File: config.mk
export PLATFORM = sky130hd
export DESIGN_NAME = eewr_reader
export DESIGN_NICKNAME = d
export VERILOG_FILES = /design/src/rtl/eewr_pkg.sv /design/src/rtl/eewr_tick_timer.sv /design/src/rtl/eewr_pulse_gen.sv /design/src/rtl/eewr_rx_shift.sv /design/src/rtl/eewr_reader.sv
export SDC_FILE = /design/constraint.sdc
export NUM_CORES = 1
export LEC_CHECK = 0
export BUFFER_PORTS_ARGS = -buffer_cell sky130_fd_sc_hd__buf_4
export CAP_MARGIN = 30
export CORE_ASPECT_RATIO = 2
export CORE_MARGIN = 5
export CORE_UTILIZATION = 51
export CTS_BUF_LIST = sky130_fd_sc_hd__clkbuf_8 sky130_fd_sc_hd__clkbuf_16
export DETAILED_ROUTE_END_ITERATION = 10
export PLACE_DENSITY_LB_ADDON = 0.12
export RECOVER_POWER = 50
export SLEW_MARGIN = 10
export SYNTH_ARGS = -nofsm -noshare
export SYNTH_HDL_FRONTEND = slang
export SYNTH_SLANG_ARGS = --single-unit
File: constraint.sdc
create_clock -name clk -period 2 [get_ports clk]
set_input_delay 0 -clock clk [delete_from_list [all_inputs] [get_ports clk]]
set_output_delay 0 -clock clk [all_outputs]
set_load 0.005 [all_outputs]
File: src/rtl/eewr_pkg.sv
// Shared types for the serial EEPROM word reader.
// Assumes nothing beyond IEEE 1800-2017 enum support.
package eewr_pkg;

    // Top-level sequencer steps
    typedef enum logic [2:0] {
        SQ_IDLE,
        SQ_CMD,
        SQ_DATA,
        SQ_PRESENT,
        SQ_DESEL,
        SQ_FINISH
    } seq_state_t;

    // Phases of one serial clock pulse
    typedef enum logic [1:0] {
        PH_IDLE,
        PH_SETUP,
        PH_HIGH
    } pulse_phase_t;

    // Start bit followed by the two read opcode bits
    localparam logic [2:0] READ_PREFIX = 3'b110;

endpackage

File: src/rtl/eewr_tick_timer.sv
// Phase timer: while run is high, pulses expire once every TICK_DIV cycles.
// Assumes TICK_DIV >= 1. The count clears whenever run is low.
module eewr_tick_timer #(
    parameter int TICK_DIV = 250
) (
    input  logic clk,
    input  logic rst_n,
    input  logic run,
    output logic expire
);
    localparam int CW = (TICK_DIV > 1) ? $clog2(TICK_DIV) : 1;

    logic [CW-1:0] cnt;

    assign expire = run && (cnt == CW'(TICK_DIV - 1));

    // Count cycles inside the current phase
    always_ff @(posedge clk) begin
        if (!rst_n || !run || expire) begin
            cnt <= '0;
        end else begin
            cnt <= cnt + CW'(1);
        end
    end
endmodule

File: src/rtl/eewr_pulse_gen.sv
// Serial clock pulse generator. On go (while idle) it runs one setup phase
// with the clock low, then one high phase. Each phase lasts TICK_DIV cycles.
// fin is high in the last high cycle, which is also the sample point.
// Assumes go is only asserted while busy is low.
module eewr_pulse_gen #(
    parameter int TICK_DIV = 250
) (
    input  logic clk,
    input  logic rst_n,
    input  logic go,
    output logic busy,
    output logic sck,
    output logic fin
);
    import eewr_pkg::*;

    pulse_phase_t phase;
    logic         expire;

    eewr_tick_timer #(.TICK_DIV(TICK_DIV)) u_timer (
        .clk    (clk),
        .rst_n  (rst_n),
        .run    (busy),
        .expire (expire)
    );

    assign busy = (phase != PH_IDLE);
    assign sck  = (phase == PH_HIGH);
    assign fin  = (phase == PH_HIGH) && expire;

    // Step through setup and high phases of one pulse
    always_ff @(posedge clk) begin
        if (!rst_n) begin
            phase <= PH_IDLE;
        end else begin
            unique case (phase)
                PH_IDLE:  if (go)     phase <= PH_SETUP;
                PH_SETUP: if (expire) phase <= PH_HIGH;
                PH_HIGH:  if (expire) phase <= PH_IDLE;
                default:              phase <= PH_IDLE;
            endcase
        end
    end
endmodule

File: src/rtl/eewr_rx_shift.sv
// Serial-in receive register. It shifts bit_in in at the LSB on each strobe,
// so the first bit received ends up as the MSB.
module eewr_rx_shift #(
    parameter int DATA_W = 16
) (
    input  logic              clk,
    input  logic              rst_n,
    input  logic              shift_en,
    input  logic              bit_in,
    output logic [DATA_W-1:0] q
);
    // Collect one received bit per strobe
    always_ff @(posedge clk) begin
        if (!rst_n) begin
            q <= '0;
        end else if (shift_en) begin
            q <= {q[DATA_W-2:0], bit_in};
        end
    end
endmodule

File: src/rtl/eewr_reader.sv
// Serial EEPROM word reader. On start it reads every word in ascending
// order, using one read command per word. It checks the marker bit, receives
// the data, offers it on a valid/ready port, then deselects with one pulse.
// Assumes DATA_W >= 2 and TICK_DIV >= 1. ee_di is synchronous to clk.
module eewr_reader #(
    parameter int TICK_DIV = 250,
    parameter int ADDR_W   = 6,
    parameter int DATA_W   = 16
) (
    input  logic              clk,
    input  logic              rst_n,
    input  logic              start,
    output logic              busy,
    output logic              ee_cs,
    output logic              ee_sck,
    output logic              ee_do,
    input  logic              ee_di,
    output logic              word_valid,
    input  logic              word_ready,
    output logic [DATA_W-1:0] word_data,
    output logic [ADDR_W-1:0] word_index,
    output logic              done,
    output logic              err
);
    import eewr_pkg::*;

    localparam int CMD_W     = 3 + ADDR_W;
    localparam int BIT_MAX   = (CMD_W > DATA_W) ? CMD_W : DATA_W;
    localparam int CNT_W     = $clog2(BIT_MAX);
    localparam logic [ADDR_W-1:0] LAST_ADDR = {ADDR_W{1'b1}};

    seq_state_t        state;
    logic [CMD_W-1:0]  cmd_sr;
    logic [CNT_W-1:0]  bit_cnt;
    logic [ADDR_W-1:0] addr;
    logic              cs_q;
    logic              err_q;
    logic              pulse_go;
    logic              pulse_busy;
    logic              pulse_fin;
    logic              rx_en;

    // Request a pulse whenever a pulsing step has the generator idle
    assign pulse_go = ((state == SQ_CMD) || (state == SQ_DATA) || (state == SQ_DESEL))
                      && !pulse_busy;
    assign rx_en    = (state == SQ_DATA) && pulse_fin;

    eewr_pulse_gen #(.TICK_DIV(TICK_DIV)) u_pulse (
        .clk   (clk),
        .rst_n (rst_n),
        .go    (pulse_go),
        .busy  (pulse_busy),
        .sck   (ee_sck),
        .fin   (pulse_fin)
    );

    eewr_rx_shift #(.DATA_W(DATA_W)) u_rx (
        .clk      (clk),
        .rst_n    (rst_n),
        .shift_en (rx_en),
        .bit_in   (ee_di),
        .q        (word_data)
    );

    assign busy       = (state != SQ_IDLE);
    assign ee_cs      = cs_q;
    assign ee_do      = (state == SQ_CMD) && cmd_sr[CMD_W-1];
    assign word_valid = (state == SQ_PRESENT);
    assign word_index = addr;
    assign done       = (state == SQ_FINISH);
    assign err        = done && err_q;

    // Main sequencer: command, marker check, data, hand-off, deselect
    always_ff @(posedge clk) begin
        if (!rst_n) begin
            state   <= SQ_IDLE;
            cmd_sr  <= '0;
            bit_cnt <= '0;
            addr    <= '0;
            cs_q    <= 1'b0;
            err_q   <= 1'b0;
        end else begin
            unique case (state)
                SQ_IDLE: begin
                    if (start) begin
                        state   <= SQ_CMD;
                        cmd_sr  <= {READ_PREFIX, {ADDR_W{1'b0}}};
                        bit_cnt <= '0;
                        addr    <= '0;
                        cs_q    <= 1'b1;
                        err_q   <= 1'b0;
                    end
                end
                SQ_CMD: begin
                    if (pulse_fin) begin
                        cmd_sr <= {cmd_sr[CMD_W-2:0], 1'b0};
                        if (bit_cnt == CNT_W'(CMD_W - 1)) begin
                            bit_cnt <= '0;
                            if (ee_di) begin
                                err_q <= 1'b1;
                                cs_q  <= 1'b0;
                                state <= SQ_FINISH;
                            end else begin
                                state <= SQ_DATA;
                            end
                        end else begin
                            bit_cnt <= bit_cnt + CNT_W'(1);
                        end
                    end
                end
                SQ_DATA: begin
                    if (pulse_fin) begin
                        if (bit_cnt == CNT_W'(DATA_W - 1)) begin
                            bit_cnt <= '0;
                            state   <= SQ_PRESENT;
                        end else begin
                            bit_cnt <= bit_cnt + CNT_W'(1);
                        end
                    end
                end
                SQ_PRESENT: begin
                    if (word_ready) begin
                        cs_q  <= 1'b0;
                        state <= SQ_DESEL;
                    end
                end
                SQ_DESEL: begin
                    if (pulse_fin) begin
                        if (addr == LAST_ADDR) begin
                            state <= SQ_FINISH;
                        end else begin
                            addr   <= addr + ADDR_W'(1);
                            cmd_sr <= {READ_PREFIX, addr + ADDR_W'(1)};
                            cs_q   <= 1'b1;
                            state  <= SQ_CMD;
                        end
                    end
                end
                SQ_FINISH: begin
                    state <= SQ_IDLE;
                end
                default: state <= SQ_IDLE;
            endcase
        end
    end
endmodule

==> results of run 1 <==
final timing paths:
path	endpoint	depth (start not counted)
worst min-delay path	err_q	4
worst max register to register	state[1]	6
worst max-delay path	state[1]	6
worst min register to register	u_rx.q[15]	2
layer usage:
metal | vias up | track usage [%]
li1 | 1160 | -
met1 | 1120 | 21.7
met2 | 73 | 37.5
met3 | 25 | 4.00
met4 | 0 | 11.4
met5 | - | 0
metrics by stage:
stage                     total power, W  cell area (µm²)  std cells  worst slack [ns]
after floorplan                  0.00204             2540        297             0.146
after global placement           0.00232             2940        392             0.123
after detailed placement         0.00234             2940        392            0.0757
after CTS                        0.00293             3040        402            0.0498
after global routing             0.00308             3040        402            0.0114
final                            0.00291             3040        402             0.138
layout make-up:
class / instances / area share (%)
inverter: 6 / 0.742
timing repair buffer: 59 / 14.3
clock inverter: 3 / 0.577
multi-input combinational: 222 / 46.8
sequential: 50 / 33.0
tap: 57 / 2.35
clock buffer: 5 / 2.27
Yosys cell counts (all sizes together), types with 3 or more instances:
master,number,area share [%]
buf,7,2.2
dfxtp,50,39
a31oi,4,0.98
nand2,47,6.9
a41oi,3,1.0
o21ai,10,2.4
nand3,12,2.4
and3,5,1.3
and2,4,1.1
o211ai,3,1.6
nor3b,4,1.4
xor2,3,1.0
a211oi,9,2.7
nand2b,3,0.84
inv,6,0.89
a21oi,32,6.3
or3,4,1.0
a311oi,3,1.3
clkbuf,12,1.8
nor2,21,3.1
a22oi,6,1.8
nand3b,3,1.4
xnor2,8,2.8
and3b,3,1.0
nor3,5,1.4
ha,5,2.5
critical path: stages, from the launching register on:
cell and delay [ns]:
dfxtp_1 0.57, buf_4 0.23, nor3b_1 0.07, a32oi_1 0.35
o211ai_2 0.22, o211ai_1 0.19, o21ai_0 0.12
flip-flops by register name, summed over array words and instances (netlist names):
name and flops:
bit_cnt 4, u_pulse.phase 2, u_rx.q 16, state 3, u_pulse.u_timer.cnt 8, word_index 6
cmd_sr 9, err_q 1, ee_cs 1
kinds of logic (layout without fill, tap and decap cells):
family | count (synthesis) | after routing | synth area share [%]
xor gates and xnor gates | 11 | 11 | 3.79
and+or+nand+nor | 119 | 119 | 24.9
muxes | 3 | 3 | 1.23
buffers and inverters | 25 | 73 | 4.92
DFF | 50 | 50 | 39.4
adders and majority gates | 5 | 5 | 2.46
AOI/OAI and AO/OA | 84 | 84 | 23.3
timing repair:
| item | CTS | global route |
|---|---|---|
| gates resized for setup | 0 | 2 |
| endpoints found under the setup margin | 0 | 6 |
| endpoints found under the hold margin | 3 | 0 |
| hold buffers | 2 | 0 |
report_power, final:
group / switching [W] / internal [W] / total (W)
clock network: 0.000350 / 0.000243 / 0.000592
logic: 0.000572 / 0.000497 / 0.00107
registers: 0.000128 / 0.00112 / 0.00125
total: 0.00105 / 0.00186 / 0.00291
==> flow_summary.yaml, run 1 <==
sta:
  hold_ws_ns: 0.257
  finalSetupViolCount: 0
  fin_crit_sh_pct: 93.1
  finalClockSkew_ns: 0.0117
  hold_viol_final: 0
  fin_setup_tns_ns: 0
  max_freq_mhz: 537
  rsz0062_at_grt: "false"
  tightestPinTransition_ns: 0.450
  slew_violations: 0
  slew_headroom_pct: 70.0
  min_period_ns: 1.86
die:
  die-height_um: 110
  die_x_um: 59.9
  rows: 36
  core_area_um2: 4860
  io_pins: 34
  fp.dieArea_um2: 6580
  floorplan.initialDensity_pct: 52.2
final_layout:
  antenna_cells: 0
  multiInputGateArea_um2: 1420
  final_util_pct: 62.4
  layout.nets: 354
  area_growth_pct: 19.4
  seq_area_um2: 1000
  layout_commonest_cell: "dfxtp_1"
  fillers: 448
  mostFrequentLayoutCells: "49 x dfxtp_1, 47 x nand2_1, 32 x a21oi_1, 31 x buf_4, 22 x clkbuf_4"
  drive_above_1_share_pct: 22.6
global_routing:
  grt_pass1_wl_um: 10500
  antenna_found_initial: 0
  grt_pass1_vias: 2274
  grt_max_degree: 22
  grt-ovfl-total: 0
  grt.total_usage_pct: 20.8
routing:
  dr_wl_met3_um: 322
  drtIter0Drc: 116
  viasPerCell: 5.92
  final_antenna_net_count: 0
  routed.top_layer: "met4"
  dr.pass1.iters: 4
  wirelength_um: 6320
  m1WireLength_um: 2260
  route.detailed.drc: 0
  dr_total_vias: 2378
  avgRoutedWirePerCell_um: 15.7
  wl_met2_um: 3450
worst_setup_path:
  startpoint_type: "flip-flop"
  timing.reg2reg.setup_slack_ns: 0.14
  endpoint_kind: "flip-flop"
  cp-startpoint: "state[1]"
  r2r-start: "state[1]"
  cp.arrival_ns: 2.06
  worst-path-max-fanout: 11
  critPathKind: "reg -> reg"
  crit_required_ns: 2.20
cts:
  clkSlewWorstSetupHoldPaths_ns: 0.10
  cts_setup_buffers: 0
  numCtsBuffers: 5
  clockRootBuffer: "clkbuf_8"
  clock_path_buffers: 2
  cts_max_level: 2
  cts_tree: "yes"
  clk_latency_ns: 0.32
  numClockSinks: 50
yosys:
  synth_area_um2: 2540
  yosys_warnings: 0
  async_flop_share_pct: 0
  syn_nets: 307
  synth_edf_count: 0
  ys_ff_latch: 50
  ys_seq_area_share_pct: 39.4
  synth_cell_types: 64
  netlist_instances: 297
  ys.flop_type: "dfxtp_1"
  syn_area_per_cell_um2: 8.56
power:
  powerDensity_nw_per_um2: 960
  vdd_drop_max_v: 0.000642
  p_leak_nw: 1.18
placement:
  hpwl_um: 4860
  gp_congestion: 0.909
  io_buffers: 33
worst_hold_path:
  hold_start: "start"
  hold_path_class: "in -> reg"
run_status:
  status: "finished clean"
flow_run:
  maxCapViolCount: 0
(Power assumes the default switching activity.)
==> inputs of run 2 (changes only) <==
CORE_UTILIZATION = 55   (was 51)
clock period = 2.28 ns   (was 2 ns; I/O delays follow)
==> flow_summary.yaml, run 2 (synthesis results as in run 1) <==
worst_setup_path:
  startpoint_type: "flip-flop"
  path_depth: 5
  crit_required_ns: 2.51
  critPathKind: "reg -> reg"
  cp-startpoint: "state[0]"
  endpoint_kind: "flip-flop"
  reg2reg_depth: 5
  crit_family: "simple AND/OR/NAND/NOR gates"
  path_buf_inv: 0
  crit_end: "bit_cnt[1]"
  worst-path-max-fanout: 17
  crit_path_top_delay_cell: "dfxtp_1"
  cp.arrival_ns: 2.27
  r2r-start: "state[0]"
  timing.reg2reg.setup_slack_ns: 0.24
  slowest_delay_ns: 0.72
  r2r-end: "bit_cnt[1]"
  crit_chain: "nor3_1 > nor2_1 > o211ai_4 > or4b_1 > a21oi_1"
die:
  io_pins: 34
  rows: 35
  die-height_um: 106
  floorplan.initialDensity_pct: 55.8
  core_area_um2: 4550
  fp.dieArea_um2: 6160
  die_x_um: 58.1
cts:
  cts_max_level: 2
  numClockSinks: 50
  cts_setup_buffers: 0
  numCtsBuffers: 5
  clkSlewWorstSetupHoldPaths_ns: 0.09
  clk_latency_ns: 0.30
  clockRootBuffer: "clkbuf_8"
  cts_tree: "yes"
  clock_path_buffers: 2
routing:
  avgRoutedWirePerCell_um: 14.8
  route.detailed.drc: 0
  viasPerCell: 5.87
  dr_total_vias: 2266
  drtIter0Drc: 36
  wirelength_um: 5710
  dr.pass1.iters: 4
  final_antenna_net_count: 0
sta:
  finalSetupViolCount: 0
  tightestPinTransition_ns: 0.670
  hold_viol_final: 0
  max_freq_mhz: 490
  rsz0062_at_grt: "false"
  slew_violations: 0
  min_period_ns: 2.04
  slew_headroom_pct: 55.3
  fin_crit_sh_pct: 89.5
  finalClockSkew_ns: 0.00755
  fin_setup_tns_ns: 0
power:
  vdd_drop_max_v: 0.000581
  powerDensity_nw_per_um2: 857
  p_sw_w: 0.000893
  p_comb_share_pct: 34.5
  fin_total_pwr_w: 0.00252
  p_leak_nw: 1.12
  p_sw_share_pct: 35.5
  pwr-share-clk_pct: 21.2
  sequentialPowerShare_pct: 44.3
  intPower_w: 0.00162
run_status:
  status: "finished clean"
global_routing:
  antenna_found_initial: 0
  grt_pass1_wl_um: 9840
  gr-usage-met2_pct: 36.1
  grt_max_degree: 23
  grt_pass1_vias: 2191
  gr-usage-met1_pct: 21.9
  grt_util_met3_pct: 2.92
  grt_busiest_layer: "met2"
  grt.total_usage_pct: 19.7
  grt-ovfl-total: 0
final_layout:
  fillers: 413
  antenna_cells: 0
  layout_commonest_cell: "dfxtp_1"
  largest_reg_flops: 16
  regMostFlops: "u_rx.q"
  drive_above_1_share_pct: 19.3
  top_regs: "u_rx.q (16), cmd_sr (9), u_pulse.u_timer.cnt (8)"
  area_growth_pct: 15.5
  layout.nets: 340
  mostFrequentLayoutCells: "50 x dfxtp_1, 47 x nand2_1, 32 x a21oi_1, 23 x clkbuf_4, 21 x nor2_1"
worst_hold_path:
  hold_path_class: "in -> reg"
placement:
  io_buffers: 33
  gp_congestion: 0.865
  hpwl_um: 4330
flow_run:
  maxCapViolCount: 0
run 2: cell types whose count changed in the layout (fill, tap and decap cells not counted), sizes merged:
cell         previous run  this run
clkinvlp                0         1
buf                    31        20
clkinv                  2         1
clkbuf                 31        30
inv                     7         6
dlygate4sd3             2         1
run 2: area by class of cell:
class	count	area (µm²)	share of cell area, %
Multi-Input combinational cell	222	1410	48.1
Inverter	6	22.5	0.767
Timing Repair Buffer	45	337	11.5
Clock inverter	2	12.5	0.426
Sequential cell	50	1000	34.1
Tap cell	55	68.8	2.34
Clock buffer	6	82.6	2.81
run 2: timing repair:
action | in CTS | in global routing
hold endpoints to repair | 2 | 0
resized for setup | 0 | 0
endpoints found under the setup margin | 0 | 0
hold buffers | 1 | 0
run 2: worst min path at each step:
stage                     start        end  slack [ns]  depth (start not counted)
after floorplan           ee_di  u_rx.q[0]        0.14                          2
after global placement    ee_di   state[0]        0.28                          3
after detailed placement  ee_di   state[0]        0.29                          3
after CTS                 rst_n  cmd_sr[5]       0.003                          3
after global routing      rst_n      ee_cs        0.04                          3
final                     rst_n  cmd_sr[5]        0.02                          3
run 2: metrics by stage:
stage                     setup slack [ns]  cells  utilization [%]  cell area [µm²]  hold slack [ns]
after floorplan                      0.426    297                -             2540            0.136
after global placement               0.328    377             62.3             2840            0.284
after detailed placement             0.244    377             62.3             2840            0.286
after CTS                            0.233    386             64.6             2940          0.00273
after global routing                 0.112    386             64.5             2940           0.0401
final                                0.239    386             64.5             2940           0.0209
run 2: worst min-delay path, stage by stage:
cell,delay [ns]
buf_4,0.16
o31ai_1,0.08
a21oi_1,0.04
run 2: power by group through the flow:
stage               sequential (W)  clock (W)  combinational [W]
finish                     0.00112   0.000533           0.000868
global route               0.00113   0.000587           0.000958
CTS                        0.00111   0.000554           0.000880
detailed placement         0.00113          0           0.000875
global placement           0.00113          0           0.000864
floorplan                  0.00106          0           0.000727
run 2: layer usage:
metal / vias up / wire [µm] / share of wire (%)
li1: 1126 / - / -
met1: 1088 / 2320 / 41
met2: 40 / 3090 / 54
met3: 12 / 156 / 2.7
met4: 0 / 141 / 2.5
met5: - / 0 / 0
